<file path="src/rtl/tpg_pkg.sv">
`timescale 1ns/1ps
package tpg_pkg;

  localparam logic [1:0] ADDR_TS   = 2'd0;
  localparam logic [1:0] ADDR_GRAN = 2'd1;
  localparam logic [1:0] ADDR_DIV  = 2'd2;

  localparam int unsigned DIV_EN_BIT = 31;
  localparam int unsigned LOG_SEL_BIT = 7;

  // Granularity code to period in common ticks
  function automatic int unsigned gran_ticks(input logic [2:0] code);
    case (code)
      3'd0:    gran_ticks = 1;
      3'd1:    gran_ticks = 2;
      3'd2:    gran_ticks = 5;
      3'd3:    gran_ticks = 10;
      3'd4:    gran_ticks = 100;
      3'd5:    gran_ticks = 1000;
      default: gran_ticks = 10000;
    endcase
  endfunction

endpackage

</file>
<file path="src/rtl/tpg_ts_counter.sv">
`timescale 1ns/1ps
module tpg_ts_counter #(
  parameter int TS_W    = 56,
  parameter int OUT_W   = 32,
  parameter int SHIFT_W = 6,
  parameter int N_CONS  = 3
) (
  input  logic                               clk,
  input  logic                               rst_n,
  input  logic                               ref_tick,
  input  logic [N_CONS-1:0][SHIFT_W-1:0]     shift,
  output logic [TS_W-1:0]                    count,
  output logic [N_CONS-1:0][OUT_W-1:0]       coarse
);

  logic [TS_W-1:0] cnt_q, cnt_d;

  always_comb begin
    cnt_d = cnt_q;
    if (ref_tick) cnt_d = cnt_q + 1'b1;
  end

  always_ff @(posedge clk or negedge rst_n) begin
    if (!rst_n) cnt_q <= '0;
    else        cnt_q <= cnt_d;
  end

  assign count = cnt_q;

  for (genvar i = 0; i < N_CONS; i++) begin : g_cons
    assign coarse[i] = OUT_W'(cnt_q >> shift[i]);
  end

endmodule

</file>
<file path="src/rtl/tpg_divider.sv">
`timescale 1ns/1ps
module tpg_divider #(
  parameter int DIV_W = 16
) (
  input  logic             clk,
  input  logic             rst_n,
  input  logic             ref_tick,
  input  logic             en,
  input  logic [DIV_W-1:0] div_val,
  output logic             com_tick
);

  logic [DIV_W-1:0] dcnt_q, dcnt_d;
  logic             hit;

  assign hit      = (dcnt_q == div_val);
  assign com_tick = en & ref_tick & hit;

  always_comb begin
    dcnt_d = dcnt_q;
    if (!en)           dcnt_d = '0;
    else if (ref_tick) dcnt_d = hit ? '0 : dcnt_q + 1'b1;
  end

  always_ff @(posedge clk or negedge rst_n) begin
    if (!rst_n) dcnt_q <= '0;
    else        dcnt_q <= dcnt_d;
  end

endmodule

</file>
<file path="src/rtl/tpg_pulse.sv">
`timescale 1ns/1ps
module tpg_pulse #(
  parameter int GRAN_W = 3,
  parameter int PCNT_W = 14
) (
  input  logic              clk,
  input  logic              rst_n,
  input  logic              com_tick,
  input  logic              restart,
  input  logic [GRAN_W-1:0] gran,
  output logic              pulse
);

  logic [PCNT_W-1:0] cnt_q, cnt_d;
  logic [PCNT_W-1:0] last_c;
  logic              pulse_d, pulse_q;
  logic              wrap;

  assign last_c = PCNT_W'(tpg_pkg::gran_ticks(3'(gran)) - 1);
  assign wrap   = com_tick & (cnt_q == last_c);

  always_comb begin
    cnt_d   = cnt_q;
    pulse_d = 1'b0;
    if (restart) begin
      cnt_d = '0;
    end else if (com_tick) begin
      cnt_d   = wrap ? '0 : cnt_q + 1'b1;
      pulse_d = wrap;
    end
  end

  always_ff @(posedge clk or negedge rst_n) begin
    if (!rst_n) begin
      cnt_q   <= '0;
      pulse_q <= 1'b0;
    end else begin
      cnt_q   <= cnt_d;
      pulse_q <= pulse_d;
    end
  end

  assign pulse = pulse_q;

endmodule

</file>
<file path="src/rtl/tick_timebase.sv">
`timescale 1ns/1ps
module tick_timebase #(
  parameter int TS_W     = 56,
  parameter int OUT_W    = 32,
  parameter int SHIFT_W  = 6,
  parameter int DIV_W    = 16,
  parameter int GRAN_W   = 3,
  parameter int PCNT_W   = 14,
  parameter int MS_TICKS = 100
) (
  input  logic             clk,
  input  logic             rst_n,
  input  logic             ref_tick,
  input  logic             cfg_we,
  input  logic [1:0]       cfg_addr,
  input  logic [31:0]      cfg_wdata,
  output logic [OUT_W-1:0] ts_log,
  output logic [OUT_W-1:0] ts_tag,
  output logic [OUT_W-1:0] ts_nat,
  output logic [2:0]       pulse
);

  import tpg_pkg::*;

  localparam int N_CONS = 3;
  localparam int N_GEN  = 3;
  localparam int MS_W   = $clog2(MS_TICKS + 1);

  logic [N_CONS-1:0][SHIFT_W-1:0] shift_q, shift_d;
  logic                           log_sel_q, log_sel_d;
  logic [N_GEN-1:0][GRAN_W-1:0]   gran_q, gran_d;
  logic [DIV_W-1:0]               div_val_q, div_val_d;
  logic                           div_en_q, div_en_d;
  logic [MS_W-1:0]                ms_sub_q, ms_sub_d;
  logic [OUT_W-1:0]               ms_cnt_q, ms_cnt_d;

  logic                           wr_ts, wr_gran, wr_div;
  logic                           com_tick;
  logic [TS_W-1:0]                ts_count;
  logic [N_CONS-1:0][OUT_W-1:0]   coarse;
  logic                           unused_wdata;

  assign wr_ts   = cfg_we && (cfg_addr == ADDR_TS);
  assign wr_gran = cfg_we && (cfg_addr == ADDR_GRAN);
  assign wr_div  = cfg_we && (cfg_addr == ADDR_DIV);
  assign unused_wdata = ^cfg_wdata;

  always_comb begin
    shift_d   = shift_q;
    log_sel_d = log_sel_q;
    gran_d    = gran_q;
    div_val_d = div_val_q;
    div_en_d  = div_en_q;
    ms_sub_d  = ms_sub_q;
    ms_cnt_d  = ms_cnt_q;

    if (wr_ts) begin
      for (int i = 0; i < N_CONS; i++) shift_d[i] = cfg_wdata[8*i +: SHIFT_W];
      log_sel_d = cfg_wdata[LOG_SEL_BIT];
    end

    if (wr_gran) begin
      for (int g = 0; g < N_GEN; g++) gran_d[g] = cfg_wdata[4*g +: GRAN_W];
    end

    if (wr_div) begin
      div_en_d = cfg_wdata[DIV_EN_BIT];
      if (!div_en_q) div_val_d = cfg_wdata[DIV_W-1:0];
    end

    if (com_tick) begin
      if (ms_sub_q == MS_W'(MS_TICKS - 1)) begin
        ms_sub_d = '0;
        ms_cnt_d = ms_cnt_q + 1'b1;
      end else begin
        ms_sub_d = ms_sub_q + 1'b1;
      end
    end
  end

  always_ff @(posedge clk or negedge rst_n) begin
    if (!rst_n) begin
      shift_q   <= '0;
      log_sel_q <= 1'b0;
      gran_q    <= '0;
      div_val_q <= '0;
      div_en_q  <= 1'b0;
      ms_sub_q  <= '0;
      ms_cnt_q  <= '0;
    end else begin
      shift_q   <= shift_d;
      log_sel_q <= log_sel_d;
      gran_q    <= gran_d;
      div_val_q <= div_val_d;
      div_en_q  <= div_en_d;
      ms_sub_q  <= ms_sub_d;
      ms_cnt_q  <= ms_cnt_d;
    end
  end

  tpg_ts_counter #(
    .TS_W(TS_W), .OUT_W(OUT_W), .SHIFT_W(SHIFT_W), .N_CONS(N_CONS)
  ) u_ts (
    .clk(clk), .rst_n(rst_n), .ref_tick(ref_tick),
    .shift(shift_q), .count(ts_count), .coarse(coarse)
  );

  tpg_divider #(.DIV_W(DIV_W)) u_div (
    .clk(clk), .rst_n(rst_n), .ref_tick(ref_tick),
    .en(div_en_q), .div_val(div_val_q), .com_tick(com_tick)
  );

  for (genvar g = 0; g < N_GEN; g++) begin : g_gen
    tpg_pulse #(.GRAN_W(GRAN_W), .PCNT_W(PCNT_W)) u_pulse (
      .clk(clk), .rst_n(rst_n), .com_tick(com_tick),
      .restart(wr_gran), .gran(gran_q[g]), .pulse(pulse[g])
    );
  end

  assign ts_log = log_sel_q ? coarse[0] : ms_cnt_q;
  assign ts_tag = coarse[1];
  assign ts_nat = coarse[2];

endmodule

</file>
<file path="config.mk">
export PLATFORM = sky130hd
export DESIGN_NAME = tick_timebase
export DESIGN_NICKNAME = d
export VERILOG_FILES = /design/src/rtl/tpg_pkg.sv /design/src/rtl/tpg_ts_counter.sv /design/src/rtl/tpg_divider.sv /design/src/rtl/tpg_pulse.sv /design/src/rtl/tick_timebase.sv
export SDC_FILE = /design/constraint.sdc
export NUM_CORES = 1
export LEC_CHECK = 0
export BUFFER_PORTS_ARGS = -buffer_cell sky130_fd_sc_hd__buf_2
export CORE_MARGIN = 3
export CORE_UTILIZATION = 45
export DETAILED_ROUTE_END_ITERATION = 10
export SETUP_SLACK_MARGIN = 0.1
export SLEW_MARGIN = 20
export SYNTH_ARGS = -nofsm -noshare
export SYNTH_HDL_FRONTEND = slang
export SYNTH_SLANG_ARGS = --single-unit
export TNS_END_PERCENT = 100
</file>
<file path="constraint.sdc">
create_clock -name clk -period 6.6 [get_ports clk]
set_clock_uncertainty 0.1 [all_clocks]
set_input_delay 1.32 -clock clk [delete_from_list [all_inputs] [get_ports clk]]
set_output_delay 1.32 -clock clk [all_outputs]
set_load 0.005 [all_outputs]
</file>
==> results.sh, run 1 <==
export IMPL_status="finished clean"
export IMPL_rsz0062_at_grt="false"
export IMPL_p_switching_mw=1.63
export IMPL_wl_mm=60.8
export IMPL_setup_violations=0
export IMPL_finalInstanceArea_um2=21200
export IMPL_n_antenna_cell=0
export IMPL_crit_arrival_ps=3770
export IMPL_sequentialPowerShare=0.359
export IMPL_pwr_share_comb=0.321
export IMPL_final_layout_size_suffix_gt1_frac=0.209
export IMPL_num_rows=76
export IMPL_grt_overflow_total=0
export IMPL_min_period_ps=5190
export IMPL_critPathMaxFanout=37
export IMPL_vdd_drop_max_v=0.000168
export IMPL_grt_pass1_wl_mm=96.0
export IMPL_ios=137
export IMPL_synth_edff_count=0
export IMPL_cts_made_buffers=26
export IMPL_power_share_switching=0.364
export IMPL_yosys_area_share_simple=0.186
export IMPL_synth_xor_area_share=0.0550
export IMPL_ant_nets=0
export IMPL_finalHoldViolations=0
export IMPL_place_hpwl_mm=43.0
export IMPL_synth_compound_area_share=0.142
export IMPL_cts_tree="built"
export IMPL_worst_pin_slew_ps=1070
export IMPL_cp_start_kind="flip-flop"
export IMPL_cts_hold_buffers_added=0
export IMPL_period_share=0.787
export IMPL_setup_slack_ps=1410
export IMPL_routabilityCongestion=0.955
export IMPL_clkLatencyLatePin_ps=560
export IMPL_maxSlewViolCount=0
export IMPL_routedWlPerCell_um=22.3
export IMPL_cts_setup_buffers=0
export IMPL_cts_max_path_buffers=3
export IMPL_via_per_inst=6.49
export IMPL_syn_avg_cell_area_um2=9.13
export IMPL_die_area_um2=46800
export IMPL_relSlewSlack=0.287
export IMPL_grt_max_degree=105
export IMPL_track_usage=0.252
export IMPL_leakagePower_nw=8.68
export IMPL_r2r_cells=7
export IMPL_power_internal_mw=2.85
export IMPL_synthAdderAreaFrac=0.00440
export IMPL_drt_iter0_drc=2097
export IMPL_io_buffer_count=127
export IMPL_crit_type="flip-flop to primary output"
export IMPL_clock_fmax_mhz=192
export IMPL_cts_root_buffer="clkbuf_16"
export IMPL_ys_seq_elements=201
export IMPL_initial_core_util=0.459
export IMPL_grt_antenna_before_repair=1
export IMPL_syn_area_um2=19900
export IMPL_powerDensity_nw_per_um2=212
export IMPL_drc=0
export IMPL_synth_async_sr_flop_share=1.00
export IMPL_via_count=17700
export IMPL_cp_required_ps=5180
export IMPL_hp_class="flip-flop to flip-flop"
export IMPL_whs_endpoint="ms_cnt_q[31]"
export IMPL_r2r_end="ms_cnt_q[9]"
export IMPL_ys_warn_count=0
export IMPL_fp_dieW_um=216
export IMPL_final_util=0.488
export IMPL_fin_nets=2170
export IMPL_yosysSeqAreaShare=0.253
export IMPL_drv_cap=0
export IMPL_synth_top_family_by_area="multiplexers"
export IMPL_hp_start="ms_cnt_q[31]"
export IMPL_yosysUniqueCellTypes=81
export IMPL_first_pass_iters=6
export IMPL_dpl_worst_slack_ps=2040
export IMPL_r2r_slack_ps=3450
export IMPL_cp_end_kind="primary output"
export IMPL_p_clk_frac=0.320
export IMPL_syn_nets=2226
export IMPL_place_area_um2=20300
export IMPL_postCtsResizedCells=0
export IMPL_grt_pass1_vias=16700
export IMPL_tns_ps=0
export IMPL_synthCells=2181
export IMPL_r2r_start="u_div.dcnt_q[13]"
export IMPL_h_tree_depth=1
export IMPL_clock_sinks=201
export IMPL_core_area_um2=43400
export IMPL_min_path_cells=1
export IMPL_clk_pin_slew_ps=60
export IMPL_die_h_um=216
export IMPL_synth_area_mux_share=0.291
export IMPL_area_growth_pct=6.21
export IMPL_synth_flop_cell="dfrtp_1"
## per-layer routing
| layer | wire length [um] | share of wire | up-vias | global-route usage |
|---|---|---|---|---|
| met2 | 28700 | 0.47 | 801 | 0.403 |
| met1 | 25500 | 0.42 | 8799 | 0.358 |
| met4 | 1600 | 0.026 | 2 | 0.0703 |
| met5 | 13 | 0.00021 | - | 0 |
| met3 | 5010 | 0.082 | 104 | 0.0405 |
| li1 | - | - | 8023 | - |
## placed cells by master, fill, tap and decap left out, types with 12 or more instances in the layout
master and instances:
a221o_1 13, a31oi_1 15, clkbuf_16 26, inv_1 32, o221ai_1 24, mux4_1 29
mux2_2 89, nor2_1 158, mux2i_1 83, buf_2 126, a211oi_1 12, dfrtp_1 194
a21oi_1 111, o211ai_1 16, mux4_2 141, and3_1 33, xnor2_1 75, o22ai_1 28
nor4_1 16, nand3_1 92, nor3_1 36, nand2_1 326, nand4_1 35, and2_1 13
buf_4 24, xor2_1 50, o21ai_0 113
## synth_stat cells (8+ instances only)
cell type / count / area share
nand2_1: 326 / 0.061
dfrtp_1: 201 / 0.25
nor2_1: 159 / 0.030
clkbuf_1: 149 / 0.028
mux4_2: 141 / 0.16
o21ai_0: 113 / 0.028
a21oi_1: 111 / 0.028
nand3_1: 92 / 0.023
mux2_2: 89 / 0.050
mux2i_1: 83 / 0.042
xnor2_1: 75 / 0.033
xor2_1: 50 / 0.022
nor3_1: 36 / 0.0090
nand4_1: 35 / 0.011
buf_2: 34 / 0.0085
and3_1: 33 / 0.010
inv_1: 32 / 0.0060
mux4_1: 29 / 0.038
o22ai_1: 28 / 0.0088
o221ai_1: 24 / 0.011
buf_4: 20 / 0.0075
nor4_1: 16 / 0.0050
o211ai_1: 16 / 0.0060
a31oi_1: 15 / 0.0047
a221o_1: 13 / 0.0065
and2_1: 13 / 0.0041
a211oi_1: 12 / 0.0045
buf_1: 12 / 0.0023
a22o_1: 11 / 0.0048
nor2b_1: 11 / 0.0035
and4_1: 10 / 0.0044
o21a_1: 9 / 0.0034
or3_1: 9 / 0.0028
a311oi_1: 8 / 0.0035
buf_6: 8 / 0.0045
clkbuf_8: 8 / 0.0055
nand4b_1: 8 / 0.0035
nor3b_1: 8 / 0.0030
## worst max-delay path by stage
stage | slack (ps) | startpoint | end | cells after the start
2_1_floorplan | 3020 | shift_q[7] | ts_tag[2] | 6
3_3_place_gp | 2070 | shift_q[2] | ts_log[21] | 8
3_5_place_dp | 2040 | shift_q[2] | ts_log[21] | 8
4_1_cts | 1450 | shift_q[2] | ts_log[21] | 8
5_1_grt | 1280 | shift_q[2] | ts_log[21] | 8
6_report | 1410 | shift_q[2] | ts_log[21] | 8
## cell type report
cell class                      count  area, um2
Timing Repair Buffer              152        846
Sequential cell                   201       5040
Clock inverter                      7        100
Fill cell                        4130      22200
Clock buffer                       41        757
Multi-Input combinational cell   1703      13500
Tap cell                          585        732
Inverter                           41        154
## cells by family (layout without fill, tap and decap cells)
family,count (synthesis),count (layout)
compound gates,439,439
xor+xnor,125,125
fa+ha+maj,7,7
buf+inv,277,241
flops,201,201
mux,343,343
simple gates,789,789
## per-stage QoR
stage                     power [mW]  instances  hold slack (ps)
after floorplan                 2.71       2181              341
after global placement          3.03       2682              360
after detailed placement        3.05       2682              364
after CTS                       4.50       2730              374
after global routing            4.72       2730              407
final                           4.48       2730              372
## power groups by stage
stage	sequential, mW	combinational, mW	clock [mW]
3_3_place_gp	1.62	1.41	0
6_report	1.61	1.44	1.43
2_1_floorplan	1.40	1.31	0
4_1_cts	1.61	1.43	1.47
5_1_grt	1.64	1.55	1.52
3_5_place_dp	1.63	1.42	0
## sequential cells by signal (all words and copies together) (netlist names)
register             flops
div_en_q                 1
g_gen.u_pulse.cnt_q     42
gran_q                   9
log_sel_q                1
u_div.dcnt_q            16
ms_sub_q                 7
div_val_q               16
g_gen.u_pulse.pulse      3
shift_q                 18
u_ts.count              56
ms_cnt_q                32
## worst max-delay path, stage by stage, from the launching register on
cell and delay, ps:
dfrtp_2 850, buf_4 490, mux2_2 400, mux2i_1 280, o21ai_0 170, o21ai_0 370, o22ai_1 210, a221o_1 310
buf_2 130
(Power assumes the default switching activity.)
==> inputs of run 2 (changes only) <==
==> constraint.sdc (replaced) <==
create_clock -name clk -period 4.25 [get_ports clk]
set_clock_uncertainty 0.1 [all_clocks]
set_input_delay 0.85 -clock clk [delete_from_list [all_inputs] [get_ports clk]]
set_output_delay 0.85 -clock clk [all_outputs]
set_load 0.005 [all_outputs]
==> results.sh, run 2 (synthesis gave the netlist of run 1 again) <==
export IMPL_mostFrequentLayoutCells="nand2_1, dfrtp_1, nor2_1"
export IMPL_cts_tree="built"
export IMPL_h_tree_depth=1
export IMPL_via_count=18100
export IMPL_grt_max_degree=99
export IMPL_drv_cap=0
export IMPL_finalHoldViolations=0
export IMPL_io_buffer_count=127
export IMPL_grt_pass1_vias=17100
export IMPL_cts_root_buffer="clkbuf_16"
export IMPL_critPathMaxFanout=8
export IMPL_place_hpwl_mm=44.9
export IMPL_worst_pin_slew_ps=964
export IMPL_grt_antenna_before_repair=1
export IMPL_die_area_um2=46800
export IMPL_dpl_worst_slack_ps=435
export IMPL_final_layout_size_suffix_gt1_frac=0.238
export IMPL_num_rows=76
export IMPL_r2r_slack_ps=1050
export IMPL_track_usage=0.266
export IMPL_routedWlPerCell_um=22.8
export IMPL_drc=0
export IMPL_cp_start_kind="flip-flop"
export IMPL_cp_required_ps=3300
export IMPL_ff_latch_area_um2=5060
export IMPL_cpPeakStageDelay_ps=690
export IMPL_routabilityCongestion=0.928
export IMPL_r2r_start="u_div.dcnt_q[11]"
export IMPL_period_share=0.975
export IMPL_rsz0062_at_grt="true"
export IMPL_sequentialPowerShare=0.320
export IMPL_final_common_cell="nand2_1"
export IMPL_powerDensity_nw_per_um2=336
export IMPL_vdd_drop_max_v=0.000357
export IMPL_ios=137
export IMPL_clkLatencyLatePin_ps=580
export IMPL_place_area_um2=20600
export IMPL_fin_nets=2231
export IMPL_status="finished clean"
export IMPL_power_mw=7.33
export IMPL_setup_slack_ps=108
export IMPL_p_switching_mw=2.65
export IMPL_multiInputGateArea_um2=13500
export IMPL_fp_dieW_um=216
export IMPL_maxSlewViolCount=0
export IMPL_crit_arrival_ps=3190
export IMPL_die_h_um=216
export IMPL_power_share_switching=0.362
export IMPL_clock_fmax_mhz=241
export IMPL_cp_end_kind="primary output"
export IMPL_min_period_ps=4140
export IMPL_hp_class="primary input to async pin"
export IMPL_relSlewSlack=0.357
export IMPL_core_area_um2=43400
export IMPL_leakagePower_nw=9.03
export IMPL_setup_violations=0
export IMPL_largest_reg_flops=56
export IMPL_grt_overflow_total=0
export IMPL_r2r_end="ms_cnt_q[9]"
export IMPL_crit_slowest_cell="mux4_1"
export IMPL_wl_mm=63.7
export IMPL_clk_pin_slew_ps=60
export IMPL_timing_hold_ws_ps=238
export IMPL_ant_nets=0
export IMPL_power_internal_mw=4.68
export IMPL_dp_cells=2722
export IMPL_via_per_inst=6.49
export IMPL_cts_made_buffers=26
export IMPL_cts_max_path_buffers=3
export IMPL_clock_sinks=201
export IMPL_finalInstanceArea_um2=21800
export IMPL_final_cells=2791
export IMPL_pwr_share_comb=0.352
export IMPL_area_growth_pct=9.44
export IMPL_first_pass_iters=6
export IMPL_crit_chain="buf_4 > mux4_1 > mux4_2 > nand2_1 > o21ai_1 > a221o_1 > buf_2"
export IMPL_n_antenna_cell=0
export IMPL_grt_pass1_wl_mm=101
export IMPL_drt_iter0_drc=2037
export IMPL_fillers=4122
export IMPL_p_clk_frac=0.327
export IMPL_cts_hold_buffers_added=0
export IMPL_crit_type="flip-flop to primary output"
export IMPL_final_util=0.503
export IMPL_r2r_cells=6
export IMPL_initial_core_util=0.459
export IMPL_tns_ps=0
==> run 2: how the worst max path moves through the flow <==
stage	from	end	slack, ps	cells past startpoint
6_report	shift_q[1]	ts_log[17]	110	7
5_1_grt	u_ts.count[34]	ts_log[6]	80	7
4_1_cts	shift_q[12]	ts_nat[2]	100	5
3_5_place_dp	shift_q[1]	ts_log[16]	430	8
3_3_place_gp	shift_q[0]	ts_log[30]	370	9
2_1_floorplan	shift_q[7]	ts_tag[2]	1140	6
==> run 2: power groups by stage <==
| stage | registers, mW | logic (mW) | clock network, mW |
|---|---|---|---|
| after floorplan | 2.17 | 2.03 | 0 |
| after global placement | 2.39 | 2.41 | 0 |
| after detailed placement | 2.41 | 2.43 | 0 |
| after CTS | 2.36 | 2.48 | 2.45 |
| after global routing | 2.37 | 2.80 | 2.53 |
| final | 2.35 | 2.58 | 2.40 |
==> run 2: critical path: cells and delay by family, from the launching register on <==
family	cells	cell delay [ps]
simple gates	1	110
compound gates	2	440
mux	2	1210
flops	1	520
buf+inv	2	340
==> run 2: repair_timing <==
item,in CTS,in global routing
gates resized for setup,7,12
endpoints found under the setup margin,28,28
hold endpoints to repair,0,0
pin swaps,0,1
setup buffers,4,17
==> run 2: cell type report <==
class	count	share of cell area
Clock buffer	34	0.0335
Clock inverter	14	0.00953
Inverter	41	0.00729
Multi-Input combinational cell	1703	0.621
Sequential cell	201	0.232
Tap cell	585	0.0336
Timing Repair Buffer	213	0.0629
==> run 2: per-layer routing <==
layer  track usage  up-vias  part of all wire
met4        0.0714        2             0.030
met5             0        -           0.00020
li1              -     8137                 -
met3        0.0440      127             0.084
met2         0.428      844              0.47
met1         0.375     9009              0.42
==> inputs of run 3 (changes only) <==
--- a/config.mk
+++ b/config.mk
@@ -7,8 +7,9 @@
 export LEC_CHECK = 0
 export BUFFER_PORTS_ARGS = -buffer_cell sky130_fd_sc_hd__buf_2
 export CORE_MARGIN = 3
-export CORE_UTILIZATION = 45
+export CORE_UTILIZATION = 57
 export DETAILED_ROUTE_END_ITERATION = 10
+export PLACE_DENSITY = 0.79
 export SETUP_SLACK_MARGIN = 0.1
 export SLEW_MARGIN = 20
 export SYNTH_ARGS = -nofsm -noshare
==> results.sh, run 3 (synthesis gave the netlist of run 1 again) <==
export IMPL_status="finished clean"
export IMPL_area_growth_pct=7.80
export IMPL_period_share=0.958
export IMPL_clkLatencyLatePin_ps=570
export IMPL_fillers=2773
export IMPL_vdd_drop_max_v=0.000358
export IMPL_rsz0062_at_grt="false"
export IMPL_cp_end_kind="primary output"
export IMPL_final_layout_size_suffix_gt1_frac=0.231
export IMPL_ios=137
export IMPL_routabilityCongestion=0.966
export IMPL_min_period_ps=4070
export IMPL_first_pass_iters=5
export IMPL_worst_pin_slew_ps=898
export IMPL_via_count=18400
export IMPL_fp_dieW_um=193
export IMPL_num_rows=67
export IMPL_io_buffer_count=127
export IMPL_leakagePower_nw=8.94
export IMPL_die_h_um=193
export IMPL_r2r_end="ms_cnt_q[28]"
export IMPL_dpl_worst_slack_ps=402
export IMPL_cp_required_ps=3300
export IMPL_crit_arrival_ps=3120
export IMPL_power_mw=7.20
export IMPL_tns_ps=0
export IMPL_clock_sinks=201
export IMPL_setup_violations=0
export IMPL_final_cells=2635
export IMPL_cp_start_kind="flip-flop"
export IMPL_final_util=0.632
export IMPL_grt_pass1_wl_mm=95.6
export IMPL_place_hpwl_mm=42.6
export IMPL_r2r_start="u_div.dcnt_q[11]"
export IMPL_initial_core_util=0.587
export IMPL_critPathMaxFanout=6
export IMPL_clk_pin_slew_ps=60
export IMPL_cts_made_buffers=25
export IMPL_grt_pass1_vias=17200
export IMPL_crit_type="flip-flop to primary output"
export IMPL_finalInstanceArea_um2=21500
export IMPL_r2r_cells=6
export IMPL_grt_overflow_total=0
export IMPL_ant_nets=0
export IMPL_drt_iter0_drc=2328
export IMPL_mostFrequentLayoutCells="nand2_1, dfrtp_1, nor2_1"
export IMPL_cts_root_buffer="clkbuf_16"
export IMPL_maxSlewViolCount=0
export IMPL_routedWlPerCell_um=22.9
export IMPL_grt_antenna_before_repair=2
export IMPL_finalHoldViolations=0
export IMPL_relSlewSlack=0.402
export IMPL_dp_cells=2575
export IMPL_grt_max_degree=85
export IMPL_fin_nets=2212
export IMPL_cts_max_path_buffers=3
export IMPL_clock_fmax_mhz=246
export IMPL_setup_slack_ps=180
export IMPL_wl_mm=60.4
export IMPL_place_area_um2=20400
export IMPL_die_area_um2=37200
export IMPL_track_usage=0.320
export IMPL_h_tree_depth=1
export IMPL_core_area_um2=34000
export IMPL_via_per_inst=6.97
export IMPL_largest_reg_flops=56
export IMPL_powerDensity_nw_per_um2=335
export IMPL_cts_tree="built"
export IMPL_drv_cap=0
export IMPL_cts_hold_buffers_added=0
export IMPL_hp_class="primary input to async pin"
export IMPL_final_common_cell="nand2_1"
export IMPL_r2r_slack_ps=1130
export IMPL_timing_hold_ws_ps=217
export IMPL_drc=0
-- run 3: worst max-delay path: stages (launching register included) --
cell	delay (ps)
dfrtp_4	460
buf_6	170
buf_4	130
mux4_2	580
mux4_2	510
nand2_1	160
o21ai_1	110
a221o_1	300
buf_2	140
-- run 3: how the worst max path moves through the flow --
| stage | from | endpoint | slack (ps) | depth (start not counted) |
|---|---|---|---|---|
| after detailed placement | shift_q[1] | ts_log[18] | 400 | 8 |
| final | shift_q[1] | ts_log[17] | 180 | 8 |
| after global routing | shift_q[1] | ts_log[1] | 110 | 8 |
| after floorplan | shift_q[7] | ts_tag[2] | 1140 | 6 |
| after global placement | shift_q[1] | ts_log[18] | 460 | 8 |
| after CTS | shift_q[2] | ts_log[21] | 110 | 8 |
-- run 3: final cells by class --
class | count | area [um2] | share of cell area
inverter | 41 | 154 | 0.00717
antenna | 1 | 2.50 | 0.000117
tap | 448 | 561 | 0.0261
clock buffer | 31 | 688 | 0.0321
multi-input combinational | 1703 | 13500 | 0.631
clock inverter | 15 | 209 | 0.00973
timing repair buffer | 195 | 1260 | 0.0586
sequential | 201 | 5050 | 0.235
-- run 3: routing by layer --
layer,up-vias,GRT usage,wire length [um]
met4,2,0.102,2100
met2,1075,0.511,28300
met5,-,0,13
met3,168,0.0649,6190
li1,8114,-,-
met1,9009,0.444,23800
-- run 3: report_power, final --
| group | leakage, nW | switching, mW | internal [mW] | total, mW |
|---|---|---|---|---|
| Clock | 0.440 | 0.906 | 1.41 | 2.31 |
| Combinational | 5.88 | 1.36 | 1.13 | 2.49 |
| Sequential | 2.62 | 0.340 | 2.05 | 2.39 |
-- run 3: repair_timing --
item	4_1_cts	5_1_grt
gates cloned	0	0
setup endpoints to repair	23	27
setup buffers	2	11
resized for setup	2	12
